**config.mk**
```make
export PLATFORM = sky130hd
export DESIGN_NAME = acc_cpu
export DESIGN_NICKNAME = d
export VERILOG_FILES = /design/src/rtl/acc_cpu_pkg.sv /design/src/rtl/acc_cpu_seqctr.sv /design/src/rtl/acc_cpu_decoder.sv /design/src/rtl/acc_cpu_ctrl.sv /design/src/rtl/acc_cpu_alu.sv /design/src/rtl/acc_cpu_dp.sv /design/src/rtl/acc_cpu.sv
export SDC_FILE = /design/constraint.sdc
export NUM_CORES = 1
export LEC_CHECK = 0
export BUFFER_PORTS_ARGS = -buffer_cell sky130_fd_sc_hd__buf_4
export CORE_ASPECT_RATIO = 0.7
export CORE_MARGIN = 5
export CORE_UTILIZATION = 35
export DETAILED_ROUTE_END_ITERATION = 7
export GPL_ROUTABILITY_DRIVEN = 0
export HOLD_SLACK_MARGIN = 0.03
export PLACE_DENSITY = 0.62
export SYNTH_ARGS = -nofsm -noshare
export SYNTH_HDL_FRONTEND = slang
export SYNTH_SLANG_ARGS = --single-unit
```
**constraint.sdc**
```tcl
create_clock -name clk -period 2.1 [get_ports clk]
set_input_delay 0.42 -clock clk [delete_from_list [all_inputs] [get_ports clk]]
set_output_delay 0.42 -clock clk [all_outputs]
set_load 0.1 [all_outputs]
```
**src/rtl/acc_cpu_pkg.sv**
```systemverilog
package acc_cpu_pkg;

    localparam int DATA_W  = 8;
    localparam int ADDR_W  = 6;
    localparam int OP_W    = DATA_W - ADDR_W;
    localparam int STATE_W = 4;
    localparam int NSTATES = 1 << STATE_W;

    typedef enum logic [OP_W-1:0] {
        OP_ADD = 2'b00,
        OP_AND = 2'b01,
        OP_JMP = 2'b10,
        OP_INC = 2'b11
    } opcode_e;

    // Execute states sit at {1, opcode, step}, so the dispatch is a plain load.
    typedef enum logic [STATE_W-1:0] {
        ST_FETCH1 = 4'd0,
        ST_FETCH2 = 4'd1,
        ST_FETCH3 = 4'd2,
        ST_ADD1   = 4'd8,
        ST_ADD2   = 4'd9,
        ST_AND1   = 4'd10,
        ST_AND2   = 4'd11,
        ST_JMP1   = 4'd12,
        ST_INC1   = 4'd14
    } state_e;

    typedef struct packed {
        logic ar_load;
        logic pc_load;
        logic dr_load;
        logic ac_load;
        logic ir_load;
        logic pc_inc;
        logic ac_inc;
        logic pc_drive;
        logic dr_drive;
        logic mem_drive;
        logic mem_read;
        logic alu_and;
    } ctrl_t;

    typedef struct packed {
        logic clear;
        logic load;
        logic inc;
    } seq_t;

    function automatic logic [STATE_W-1:0] dispatch_state(opcode_e op);
        return {1'b1, op, 1'b0};
    endfunction

    function automatic logic [NSTATES-1:0] valid_mask();
        logic [NSTATES-1:0] m;
        m = '0;
        m[ST_FETCH1] = 1'b1;
        m[ST_FETCH2] = 1'b1;
        m[ST_FETCH3] = 1'b1;
        m[ST_ADD1]   = 1'b1;
        m[ST_ADD2]   = 1'b1;
        m[ST_AND1]   = 1'b1;
        m[ST_AND2]   = 1'b1;
        m[ST_JMP1]   = 1'b1;
        m[ST_INC1]   = 1'b1;
        return m;
    endfunction

endpackage

```
**src/rtl/acc_cpu_seqctr.sv**
```systemverilog
module acc_cpu_seqctr #(
    parameter int W = 4
) (
    input  logic         clk,
    input  logic         rst,
    input  logic         clr,
    input  logic         ld,
    input  logic         inc,
    input  logic [W-1:0] din,
    output logic [W-1:0] q
);
    always_ff @(posedge clk) begin
        if (rst || clr) begin
            q <= '0;
        end else if (ld) begin
            q <= din;
        end else if (inc) begin
            q <= q + W'(1);
        end
    end
endmodule

```
**src/rtl/acc_cpu_decoder.sv**
```systemverilog
module acc_cpu_decoder #(
    parameter int W = 4,
    localparam int N = 1 << W
) (
    input  logic [W-1:0] code,
    output logic [N-1:0] lines
);
    for (genvar i = 0; i < N; i++) begin : g_line
        assign lines[i] = (code == W'(i));
    end
endmodule

```
**src/rtl/acc_cpu_ctrl.sv**
```systemverilog
module acc_cpu_ctrl
    import acc_cpu_pkg::*;
#(
    parameter int SW = STATE_W,
    localparam int N = 1 << SW
) (
    input  logic    clk,
    input  logic    rst,
    input  opcode_e ir,
    output ctrl_t   ctl
);
    logic [SW-1:0] state;
    logic [N-1:0]  line;
    logic [N-1:0]  known;
    logic          stray;
    seq_t          seq;

    acc_cpu_seqctr #(.W(SW)) u_ctr (
        .clk (clk),
        .rst (rst),
        .clr (seq.clear),
        .ld  (seq.load),
        .inc (seq.inc),
        .din (SW'(dispatch_state(ir))),
        .q   (state)
    );

    acc_cpu_decoder #(.W(SW)) u_dec (
        .code  (state),
        .lines (line)
    );

    assign known = N'(valid_mask());
    assign stray = ~|(line & known);

    always_comb begin
        ctl = '0;
        ctl.ar_load   = line[ST_FETCH1] | line[ST_FETCH3];
        ctl.pc_load   = line[ST_JMP1];
        ctl.dr_load   = line[ST_FETCH2] | line[ST_ADD1] | line[ST_AND1];
        ctl.ac_load   = line[ST_ADD2] | line[ST_AND2];
        ctl.ir_load   = line[ST_FETCH2];
        ctl.pc_inc    = line[ST_FETCH2];
        ctl.ac_inc    = line[ST_INC1];
        ctl.pc_drive  = line[ST_FETCH1];
        ctl.dr_drive  = line[ST_FETCH3] | line[ST_JMP1];
        ctl.mem_drive = line[ST_FETCH2] | line[ST_ADD1] | line[ST_AND1];
        ctl.mem_read  = line[ST_FETCH2] | line[ST_ADD1] | line[ST_AND1];
        ctl.alu_and   = line[ST_AND2];
    end

    always_comb begin
        seq.clear = line[ST_ADD2] | line[ST_AND2] | line[ST_JMP1]
                  | line[ST_INC1] | stray;
        seq.load  = line[ST_FETCH3];
        seq.inc   = ~seq.clear & ~seq.load;
    end
endmodule

```
**src/rtl/acc_cpu_alu.sv**
```systemverilog
module acc_cpu_alu #(
    parameter int W = 8
) (
    input  logic         sel_and,
    input  logic [W-1:0] a,
    input  logic [W-1:0] b,
    output logic [W-1:0] y
);
    logic [W-1:0] sum;
    logic [W-1:0] conj;

    assign sum  = a + b;
    assign conj = a & b;
    assign y    = sel_and ? conj : sum;
endmodule

```
**src/rtl/acc_cpu_dp.sv**
```systemverilog
module acc_cpu_dp
    import acc_cpu_pkg::*;
#(
    parameter int DW = DATA_W,
    parameter int AW = ADDR_W
) (
    input  logic          clk,
    input  logic          rst,
    input  ctrl_t         ctl,
    input  logic [DW-1:0] mem_rdata,
    output logic [AW-1:0] ar,
    output logic [AW-1:0] pc,
    output logic [DW-1:0] dr,
    output logic [DW-1:0] ac,
    output opcode_e       ir
);
    logic [DW-1:0] bus;
    logic [DW-1:0] alu_y;

    always_comb begin
        unique case ({ctl.pc_drive, ctl.dr_drive, ctl.mem_drive})
            3'b100:  bus = DW'(pc);
            3'b010:  bus = dr;
            3'b001:  bus = mem_rdata;
            default: bus = '0;
        endcase
    end

    acc_cpu_alu #(.W(DW)) u_alu (
        .sel_and (ctl.alu_and),
        .a       (ac),
        .b       (dr),
        .y       (alu_y)
    );

    always_ff @(posedge clk) begin
        if (rst) begin
            ar <= '0;
            pc <= '0;
            dr <= '0;
            ac <= '0;
            ir <= OP_ADD;
        end else begin
            if (ctl.ar_load) ar <= bus[AW-1:0];
            if (ctl.pc_load) pc <= bus[AW-1:0];
            else if (ctl.pc_inc) pc <= pc + AW'(1);
            if (ctl.dr_load) dr <= bus;
            if (ctl.ir_load) ir <= opcode_e'(bus[DW-1:AW]);
            if (ctl.ac_load) ac <= alu_y;
            else if (ctl.ac_inc) ac <= ac + DW'(1);
        end
    end
endmodule

```
**src/rtl/acc_cpu.sv**
```systemverilog
module acc_cpu
    import acc_cpu_pkg::*;
(
    input  logic              clk,
    input  logic              rst,
    output logic [ADDR_W-1:0] mem_addr,
    output logic              mem_rd,
    input  logic [DATA_W-1:0] mem_rdata,
    output logic [DATA_W-1:0] dbg_acc,
    output logic [ADDR_W-1:0] dbg_pc
);
    ctrl_t             ctl;
    opcode_e           ir_q;
    logic [DATA_W-1:0] dr_q;
    logic [ADDR_W-1:0] ar_q;

    acc_cpu_ctrl #(.SW(STATE_W)) u_ctrl (
        .clk (clk),
        .rst (rst),
        .ir  (ir_q),
        .ctl (ctl)
    );

    acc_cpu_dp #(.DW(DATA_W), .AW(ADDR_W)) u_dp (
        .clk       (clk),
        .rst       (rst),
        .ctl       (ctl),
        .mem_rdata (mem_rdata),
        .ar        (ar_q),
        .pc        (dbg_pc),
        .dr        (dr_q),
        .ac        (dbg_acc),
        .ir        (ir_q)
    );

    assign mem_addr = ar_q;
    assign mem_rd   = ctl.mem_read;
endmodule

```
==> results of run 1 <==
## synth_stat cells (2+ instances only)
library cell  number  area, sq um
nor2_1            28        105.1
o21a_1             5        37.54
a221oi_1           3        26.28
a221oi_2           2        30.03
inv_1             13        48.80
o211ai_1           3        22.52
and3_1             3        18.77
o22ai_1            4        25.02
nor2b_1            4        25.02
mux2i_1            2        20.02
nand4_1            3        18.77
nor3_1             6        30.03
a21o_1             5        37.54
nand2b_1           4        25.02
o21ai_0            8        40.04
a2111oi_0          3        26.28
a21oi_1           11        55.05
clkbuf_1           7        26.28
nand2_1           15        56.30
a22oi_1            9        67.56
or3_1              2        12.51
and4bb_1           2        25.02
nand3_1           10        50.05
nor3_2             2        20.02
a31oi_1            2        12.51
or4_1              2        15.01
a211oi_1          13        97.59
buf_6              2        22.52
xnor2_1            4        35.03
a311oi_1           2        17.52
ha_1              14        175.2
a222oi_1           7        70.07
buf_2              5        25.02
dfxtp_1           34        680.7
o311ai_0           3        26.28
## critical path: cells and delay by family, from the launching register on
family | cells | cell delay [ns]
AOI/OAI and AO/OA | 1 | 0.16
DFF | 1 | 0.38
buffers and inverters | 3 | 0.37
and+or+nand+nor | 2 | 0.19
adders and majority gates | 1 | 0.20
## layout make-up
cell class | count | area [sq um]
clock buffers | 6 | 82.58
clock inverters | 2 | 60.06
fillers | 593 | 3392
inverters | 13 | 52.55
multi-input cells | 198 | 1465
flip-flops and latches | 34 | 696.9
well taps | 78 | 97.59
repair buffers | 47 | 369.1
## metrics by stage
stage | setup slack (ns) | hold WS [ns] | instances | util [%]
6_report | 0.08636 | 0.3795 | 378 | 45.43
5_1_grt | 0.001738 | 0.3789 | 378 | 45.43
4_1_cts | 0.01949 | 0.3751 | 377 | 44.83
3_5_place_dp | 0.08441 | 0.4792 | 369 | 42.19
3_3_place_gp | 0.1129 | 0.4626 | 369 | 42.19
2_1_floorplan | 0.01806 | 0.4439 | 260 | -
## cells by family after synthesis
family          share of synthesized area, %
simple gates                           21.34
buf+inv                                5.840
fa+ha+maj                              8.759
flops                                  30.54
compound gates                         30.66
xor+xnor                               1.965
mux                                   0.8984
## timing repair
| item | in CTS | in global routing |
|---|---|---|
| setup endpoints to repair | 1 | 12 |
| pin swaps | 0 | 3 |
| resized for setup | 6 | 8 |
| buffers inserted | 0 | 1 |
## registers in the layout, summed over array words and instances, names as in the netlist
name            flops
u_dp.ir             2
u_dp.ac             8
u_dp.pc             6
u_dp.dr             8
u_dp.ar             6
u_ctrl.u_ctr.q      4
## layer usage
layer  part of all wire, %  vias to the layer above
met5                     0                        -
met3                   6.8                        6
li1                      -                     1079
met2                    40                       82
met4                  0.70                        0
met1                    52                      993
## power groups by stage
stage	registers [mW]	logic (mW)	clock network [mW]
2_1_floorplan	1.22	0.979	0
3_3_place_gp	0.926	1.71	0
3_5_place_dp	0.929	1.71	0
4_1_cts	0.920	1.76	0.776
5_1_grt	0.941	1.94	0.810
6_report	0.923	1.80	0.763
## worst paths after layout
path                                                       end  depth (start not counted)  slack (ns)                            from
worst max-delay path                                    mem_rd                          7        0.09  u_ctrl.u_ctr.q[1]$_SDFFE_PP0P_
worst min-delay path                   u_dp.dr[1]$_SDFFE_PP0P_                          3        0.38                    mem_rdata[1]
worst max register to register         u_dp.ac[6]$_SDFFE_PP0P_                          8        0.09         u_dp.ac[0]$_SDFFE_PP0P_
worst min register to register  u_ctrl.u_ctr.q[1]$_SDFFE_PP0P_                          2        0.47         u_dp.ir[0]$_SDFFE_PP0P_
==> results_dict.tcl, run 1 <==
set metrics [dict create \
    status "completed" \
    busiest_layer "met1" \
    syn_inst 260 \
    p_int_mw 1.914 \
    route.detailed.drc 0 \
    synth_fp_nets 285 \
    timing.fmax_ghz 0.4966 \
    hp-class "primary input to flop" \
    vias 2160 \
    skew_ns 0.008890 \
    final_area_sq_um 2824 \
    crit_chain "inv_1 -> ha_4 -> o21ai_4 -> nand2_1 -> nand2_2 -> clkinvlp_4 -> buf_6" \
    io_buffers 30 \
    use_met3_pct 3.943 \
    synthDistinctLibCells 53 \
    synth_edf_count 0 \
    grt_pass1_vias 1955 \
    total_power_mw 3.487 \
    clk_latency_ns 0.29 \
    grt_max_degree 36 \
    cts_buffers 5 \
    area_delta_synth_final_pct 26.73 \
    chipHeight_um 76.76 \
    p_switching_mw 1.574 \
    seq_area_frac_synth_pct 30.54 \
    ys_seq_elements 34 \
    mostFrequentLayoutCell "buf_4" \
    cts_max_level 2 \
    core_sq_um 6216 \
    rsz0062_at_grt "no" \
    clock_path_buffers 2 \
    dpl_cell_area_sq_um 2623 \
    grt.overflow.total 0 \
    cp_max_fo 9 \
    hold_viol 0 \
    p_leak_nw 1.099 \
    finalMaxSlewViolations 0 \
    wire_per_inst_um 16.61 \
    avgSynthCellArea_sq_um 8.571 \
    setup_viol 0 \
    diodes 0 \
    root_buffer "clkbuf_8" \
    synthArstFlopShare_pct 0 \
    arrival_ns 1.59 \
    die_area_sq_um 8088 \
    tns_ns 0 \
    layout_min_cycle_time_ns 2.014 \
    period_share_pct 95.89 \
    peakVddDrop_mv 1.065 \
    slowest_stage "dfxtp_2" \
    grt_use_met2_pct 20.55 \
    ios 31 \
    dr.pass1.iters 4 \
    netlist_area_sq_um 2228 \
    ant_nets 0 \
    synth-main-ff-cell "dfxtp_1" \
    grt_pass1_wl_um 10180 \
    yosysWarnings 0 \
    place_hpwl_um 4686 \
    slowest_delay_ns 0.38 \
    worst_pin_slew_ns 0.6903 \
    viasPerCell 5.714 \
    powerDensity_nw_per_um2 1235 \
    grt_use_total_pct 15.36 \
    power.share.switching_pct 45.12 \
    antenna_found_initial 0 \
    totalWireLength_um 6279 \
    cts_tree "built" \
    met1_usage_pct 24.12 \
    rows 24 \
    drv_cap 0 \
    worstSetupStartpointType "flop" \
    final_cell_mix "45 x buf_4, 28 x nor2_1, 25 x dfxtp_1" \
    numClockSinks 34 \
    p_seq_share_pct 26.5 \
    setup.worst_path.end_class "primary output" \
    p_clk_share_pct 21.9 \
    worstSetupPathType "flop to primary output" \
    slew_headroom_pct 53.67 \
    drtIter0Drc 179 \
    start_util_pct 35.85 \
    required_ns 1.68 \
    fin_nets 324 \
    dieWidth_um 105.4 \
    cts_hold_buffers 0 \
    drive_gt1_share_pct 28.00 \
    comb_power_share_pct 51.7 \
    clkTransAtPathRegs_ns 0.08 \
]
Power figures use the tool's default switching activity.
==> run 2: changes to the inputs <==
--- a/config.mk
+++ b/config.mk
@@ -5,6 +5,7 @@
 export SDC_FILE = /design/constraint.sdc
 export NUM_CORES = 1
 export LEC_CHECK = 0
+export ABC_AREA = 1
 export BUFFER_PORTS_ARGS = -buffer_cell sky130_fd_sc_hd__buf_4
 export CORE_ASPECT_RATIO = 0.7
 export CORE_MARGIN = 5
@@ -13,6 +14,7 @@
 export GPL_ROUTABILITY_DRIVEN = 0
 export HOLD_SLACK_MARGIN = 0.03
 export PLACE_DENSITY = 0.62
+export REMOVE_ABC_BUFFERS = 1
 export SYNTH_ARGS = -nofsm -noshare
 export SYNTH_HDL_FRONTEND = slang
 export SYNTH_SLANG_ARGS = --single-unit
==> run 2 against run 1 <==
- utilization down 3.6 points
- die area up 7.1%
- sequential cell count unchanged
- critical path type unchanged
- global-route usage up 0.14 points
- cell area decreased by 0.27%
- non-clock buffer count is 14 lower
- routed wire length rose by 1.0%
- combinational power increased by 17%
- register-to-register slack improved by 0.21 ns
- synthesized cell count is 27% higher
==> results_dict.tcl, run 2 <==
set metrics [dict create \
    hp-class "primary input to flop" \
    synth_largest_type_area_fraction_pct 28.27 \
    ys_seq_elements 34 \
    io_buffers 30 \
    numClockSinks 34 \
    synth_commonest_cells "68 x nand2_1, 42 x inv_1, 34 x dfxtp_1, 33 x nand3_1, 22 x a21oi_1" \
    p_int_mw 1.644 \
    required_ns 1.68 \
    total_power_mw 3.546 \
    start_util_pct 35.80 \
    r2r_start "u_dp.dr[0]$_SDFFE_PP0P_" \
    slowest_stage "dfxtp_2" \
    core_sq_um 6725 \
    root_buffer "clkbuf_8" \
    die_area_sq_um 8663 \
    tns_ns 0 \
    drv_cap 0 \
    cts_tree "built" \
    worstSetupPathType "flop to primary output" \
    grt_pass1_vias 2130 \
    dr.pass1.iters 5 \
    synth-main-ff-cell "dfxtp_1" \
    grt_use_total_pct 15.50 \
    p_switching_mw 1.902 \
    rows 25 \
    grt.overflow.total 0 \
    crit_start "u_ctrl.u_ctr.q[0]$_SDFFE_PP0P_" \
    endpoint "mem_rd" \
    clock_path_buffers 2 \
    route.detailed.drc 0 \
    yosysTopAreaCell "dfxtp_1" \
    grt_pass1_wl_um 10570 \
    drive_gt1_share_pct 24.18 \
    cts_setup_buffers 0 \
    seq_area_frac_synth_pct 28.27 \
    yosysWarnings 0 \
    ant_nets 0 \
    regToRegSetupSlack_ns 0.30 \
    antenna_found_initial 0 \
    r2r-end "u_dp.ac[6]$_SDFFE_PP0P_" \
    cp_max_fo 8 \
    worstSetupStartpointType "flop" \
    grt_max_degree 19 \
    slowest_delay_ns 0.35 \
    hold_viol 0 \
    status "completed" \
    setup_viol 0 \
    vias 2299 \
    worst_pin_slew_ns 0.4724 \
    slew_headroom_pct 68.47 \
    layout_min_cycle_time_ns 1.995 \
    fill_cells 726 \
    p_leak_nw 1.351 \
    synth_edf_count 0 \
    arrival_ns 1.57 \
    crit_chain "inv_1 -> ha_2 -> inv_1 -> nand2_1 -> nand2_4 -> nand2_8 -> buf_6" \
    area_delta_synth_final_pct 17.00 \
    viasPerCell 5.020 \
    yosysMostFrequentCell "nand2_1" \
    comb_power_share_pct 59.4 \
    place_hpwl_um 4922 \
    skew_ns 0.006986 \
    synthDistinctLibCells 43 \
    synth_area_leaders "dfxtp_1 28%, nand2_1 11%, ha_1 7.3%" \
    netlist_area_sq_um 2407 \
    wire_per_inst_um 13.85 \
    avgSynthCellArea_sq_um 7.295 \
    p_seq_share_pct 25.7 \
    clk_latency_ns 0.30 \
    stdcell_count 458 \
    numPlacedInstances 450 \
    rsz0062_at_grt "no" \
    cts_buffers 5 \
    clkTransAtPathRegs_ns 0.08 \
    p_clk_share_pct 15.0 \
    rr_worst_depth 9 \
    power.share.switching_pct 53.64 \
    totalWireLength_um 6344 \
    top_regs "u_dp.ac: 8 flops, u_dp.dr: 8 flops" \
    final_cell_mix "68 x nand2_1, 42 x inv_1, 33 x nand3_1, 33 x dfxtp_1, 32 x buf_4" \
    drtIter0Drc 148 \
    peakVddDrop_mv 0.6256 \
    crit_top_cell "inv_1" \
    setup.worst_path.end_class "primary output" \
    diodes 0 \
    dieWidth_um 109.1 \
    cts_max_level 2 \
    finalMaxSlewViolations 0 \
    final_util_pct 41.88 \
    syn_inst 330 \
    timing.fmax_ghz 0.5013 \
    chipHeight_um 79.39 \
    powerDensity_nw_per_um2 1259 \
    fin_nets 388 \
    ios 31 \
    synthArstFlopShare_pct 0 \
    mostFrequentLayoutCell "nand2_1" \
    period_share_pct 94.99 \
]
==> run 2: changes by cell type after synthesis, sizes merged, moves of 6 or more <==
cell	previous run	this run
nor2	29	22
nand2	15	76
inv	13	49
nand3	11	43
o21bai	1	7
a211oi	13	0
a21oi	12	26
a222oi	7	0
o21ai	9	20
a22oi	9	1
==> run 2: final cells by class <==
| class | count | area (sq um) | area share [%] |
|---|---|---|---|
| Tap cell | 94 | 117.6 | 4.176 |
| Timing Repair Buffer | 33 | 251.5 | 8.929 |
| Clock inverter | 2 | 12.51 | 0.4442 |
| Sequential cell | 34 | 681.9 | 24.21 |
| Clock buffer | 6 | 82.58 | 2.932 |
| Multi-Input combinational cell | 240 | 1479 | 52.51 |
| Inverter | 49 | 191.4 | 6.797 |
==> run 2: through the flow <==
stage / cell area [sq um] / hold WS, ns / setup slack (ns)
6_report: 2816 / 0.4127 / 0.1052
5_1_grt: 2816 / 0.4336 / 0.02172
4_1_cts: 2810 / 0.4098 / 0.01354
3_5_place_dp: 2711 / 0.4650 / 0.2753
3_3_place_gp: 2711 / 0.4602 / 0.3061
2_1_floorplan: 2346 / 0.4439 / -0.3952
==> run 2: layer usage <==
metal / global-route usage [%] / part of all wire [%] / vias to the layer above
met2: 22.43 / 41 / 63
met5: 0 / 0 / -
met4: 3.405 / 0.95 / 0
met3: 3.314 / 6.3 / 8
met1: 23.26 / 52 / 1062
li1: - / - / 1166
==> run 2: how the worst min path moves through the flow <==
stage | from | end | slack (ns) | depth (start not counted)
2_1_floorplan | u_dp.ir[0]$_SDFFE_PP0P_ | u_ctrl.u_ctr.q[1]$_SDFFE_PP0P_ | 0.44 | 2
3_3_place_gp | u_dp.ir[1]$_SDFFE_PP0P_ | u_ctrl.u_ctr.q[2]$_SDFFE_PP0P_ | 0.46 | 2
3_5_place_dp | u_dp.ir[1]$_SDFFE_PP0P_ | u_ctrl.u_ctr.q[2]$_SDFFE_PP0P_ | 0.47 | 2
4_1_cts | mem_rdata[6] | u_dp.dr[6]$_SDFFE_PP0P_ | 0.41 | 3
5_1_grt | mem_rdata[7] | u_dp.dr[7]$_SDFFE_PP0P_ | 0.43 | 3
6_report | mem_rdata[6] | u_dp.dr[6]$_SDFFE_PP0P_ | 0.41 | 3
==> run 2: cell families after synthesis <==
family | Yosys count | synth area share [%]
buffers and inverters | 56 | 10.50
AND/OR/NAND/NOR | 156 | 35.71
flip-flops | 34 | 28.27
AO/OA/AOI/OAI | 66 | 16.32
XOR/XNOR | 3 | 1.092
adder cells (fa/ha/maj) | 15 | 8.108
==> run 2: repair_timing <==
| action | 4_1_cts | 5_1_grt |
|---|---|---|
| hold buffers | 0 | 0 |
| endpoints found under the hold margin | 0 | 0 |
| resized for setup | 1 | 3 |
| setup endpoints to repair | 1 | 1 |
==> run 2: power by group through the flow <==
stage | sequential, mW | combinational (mW) | clock (mW)
2_1_floorplan | 1.25 | 1.32 | 0
3_3_place_gp | 0.919 | 2.06 | 0
3_5_place_dp | 0.922 | 2.09 | 0
4_1_cts | 0.908 | 2.10 | 0.542
5_1_grt | 0.925 | 2.30 | 0.575
6_report | 0.910 | 2.11 | 0.531
==> run 2: critical path: cells and delay by family, from the launching register on <==
kind	cells	cell delay [ns]
buffers and inverters	3	0.37
AND/OR/NAND/NOR	3	0.30
adder cells (fa/ha/maj)	1	0.26
flip-flops	1	0.35
==> run 3: changes to the inputs <==
--- a/config.mk
+++ b/config.mk
@@ -10,6 +10,7 @@
 export CORE_ASPECT_RATIO = 0.7
 export CORE_MARGIN = 5
 export CORE_UTILIZATION = 35
+export CTS_BUF_LIST = sky130_fd_sc_hd__clkbuf_16
 export DETAILED_ROUTE_END_ITERATION = 7
 export GPL_ROUTABILITY_DRIVEN = 0
 export HOLD_SLACK_MARGIN = 0.03
==> run 3 against run 2 <==
- hold slack gained 0.018 ns
- cell count is the same
- sequential power is essentially flat
- global-route usage shrank 0.12 points
- count of clock-buffer cells in the layout shrank 1
- first-iteration DRC count shrank 2.0%
- sequential cell count is the same
- register-to-register slack is essentially flat
- setup slack gained 0.032 ns
- combinational power is essentially flat
- critical path type unchanged
- fmax grew 1.6%
- critical endpoint unchanged
- via count shrank 1.1%
==> results_dict.tcl, run 3 (synthesis gave the netlist of run 2 again) <==
set metrics [dict create \
    status "completed" \
    rows 25 \
    cts_tree "built" \
    grt_max_degree 19 \
    ios 31 \
    core_sq_um 6725 \
    hp-class "primary input to flop" \
    final_cell_mix "68 x nand2_1, 42 x inv_1, 33 x nand3_1, 33 x dfxtp_1, 32 x buf_4" \
    grt.overflow.total 0 \
    setup.worst_path.end_class "primary output" \
    root_buffer "clkbuf_16" \
    dr.pass1.iters 4 \
    chipHeight_um 79.39 \
    antenna_found_initial 0 \
    numPlacedInstances 450 \
    slew_headroom_pct 68.26 \
    rsz0062_at_grt "no" \
    grt_use_total_pct 15.38 \
    route.detailed.drc 0 \
    arrival_ns 1.54 \
    slowest_stage "dfxtp_2" \
    period_share_pct 93.48 \
    mostFrequentLayoutCell "nand2_1" \
    powerDensity_nw_per_um2 1299 \
    die_area_sq_um 8663 \
    crit_chain "inv_1 -> ha_1 -> inv_1 -> nand2_1 -> nand2_4 -> nand2_8 -> buf_6" \
    ant_nets 0 \
    peakVddDrop_mv 0.6431 \
    wire_per_inst_um 13.65 \
    totalWireLength_um 6252 \
    drtIter0Drc 145 \
    finalMaxSlewViolations 0 \
    required_ns 1.68 \
    setup_viol 0 \
    cts_setup_buffers 0 \
    crit_top_cell "inv_1" \
    dieWidth_um 109.1 \
    worstSetupStartpointType "flop" \
    worst_slack_ns 0.1369 \
    timing.fmax_ghz 0.5094 \
    stdcell_count 458 \
    dp_slack_ns 0.2753 \
    place_hpwl_um 4922 \
    dpl_cell_area_sq_um 2711 \
    p_leak_nw 1.372 \
    total_power_mw 3.716 \
    top_regs "u_dp.ac: 8 flops, u_dp.dr: 8 flops" \
    cts_buffers 5 \
    fin_nets 388 \
    area_delta_synth_final_pct 18.81 \
    skew_ns 0.005223 \
    vias 2273 \
    cts_max_level 2 \
    cp_num_buf_inv 3 \
    tns_ns 0 \
    numClockSinks 34 \
    drive_gt1_share_pct 23.63 \
    worstSetupPathType "flop to primary output" \
    viasPerCell 4.963 \
    start_util_pct 35.80 \
    grt_pass1_vias 2113 \
    slowest_delay_ns 0.34 \
    clock_path_buffers 2 \
    cp_top_family "buffers and inverters" \
    drv_cap 0 \
    hold_viol 0 \
    io_buffers 30 \
    clkTransAtPathRegs_ns 0.05 \
    grt_pass1_wl_um 10540 \
    cp_max_fo 8 \
    diodes 0 \
    worst_pin_slew_ns 0.4756 \
    clk_latency_ns 0.28 \
    final_area_sq_um 2860 \
    layout_min_cycle_time_ns 1.963 \
]
## run 3: per-layer routing
layer	part of all wire (%)	vias up	global-route usage, %
li1	-	1169	-
met1	51	1040	23.50
met2	41	62	22.06
met3	8.5	2	3.314
met4	0.35	0	2.648
met5	0	-	0
## run 3: cell type report
cell class	instances	area [sq um]
inverters	49	191.4
fillers	723	3865
clock buffers	5	125.1
well taps	94	117.6
repair buffers	33	251.5
clock inverters	3	16.27
flip-flops and latches	34	681.9
multi-input cells	240	1476
## run 3: stage by stage
step	hold slack, ns	utilization, %
CTS	0.4302	42.47
finish	0.4304	42.53
global route	0.4565	42.53
detailed placement	0.4650	40.32
global placement	0.4602	40.32
floorplan	0.4439	-
## run 3: report_power, final
part           internal, mW  leakage, nW  switching (mW)
logic                 0.594         1.03            1.49
registers             0.782        0.276           0.128
clock network         0.433       0.0672           0.285
## run 3: repair_timing
item,in CTS,in global routing
resized for setup,1,2
gates cloned,0,0
hold buffers,0,0
setup endpoints to repair,1,1
## run 3: worst register-to-register path, delay by kind of cell, from the launching register on
kind	cells	cell delay, ns
DFF	1	0.36
adders and majority gates	2	0.57
buffers and inverters	2	0.14
AOI/OAI and AO/OA	1	0.13
and+or+nand+nor	4	0.54
## run 3: worst paths after layout
check / slack (ns) / to / from / cells past startpoint
setup / recovery: 0.14 / mem_rd / u_ctrl.u_ctr.q[0]$_SDFFE_PP0P_ / 7
setup reg to reg: 0.29 / u_dp.ac[6]$_SDFFE_PP0P_ / u_dp.dr[0]$_SDFFE_PP0P_ / 9
hold / removal: 0.43 / u_dp.dr[6]$_SDFFE_PP0P_ / mem_rdata[6] / 3
hold reg to reg: 0.46 / u_ctrl.u_ctr.q[0]$_SDFFE_PP0P_ / u_ctrl.u_ctr.q[0]$_SDFFE_PP0P_ / 1
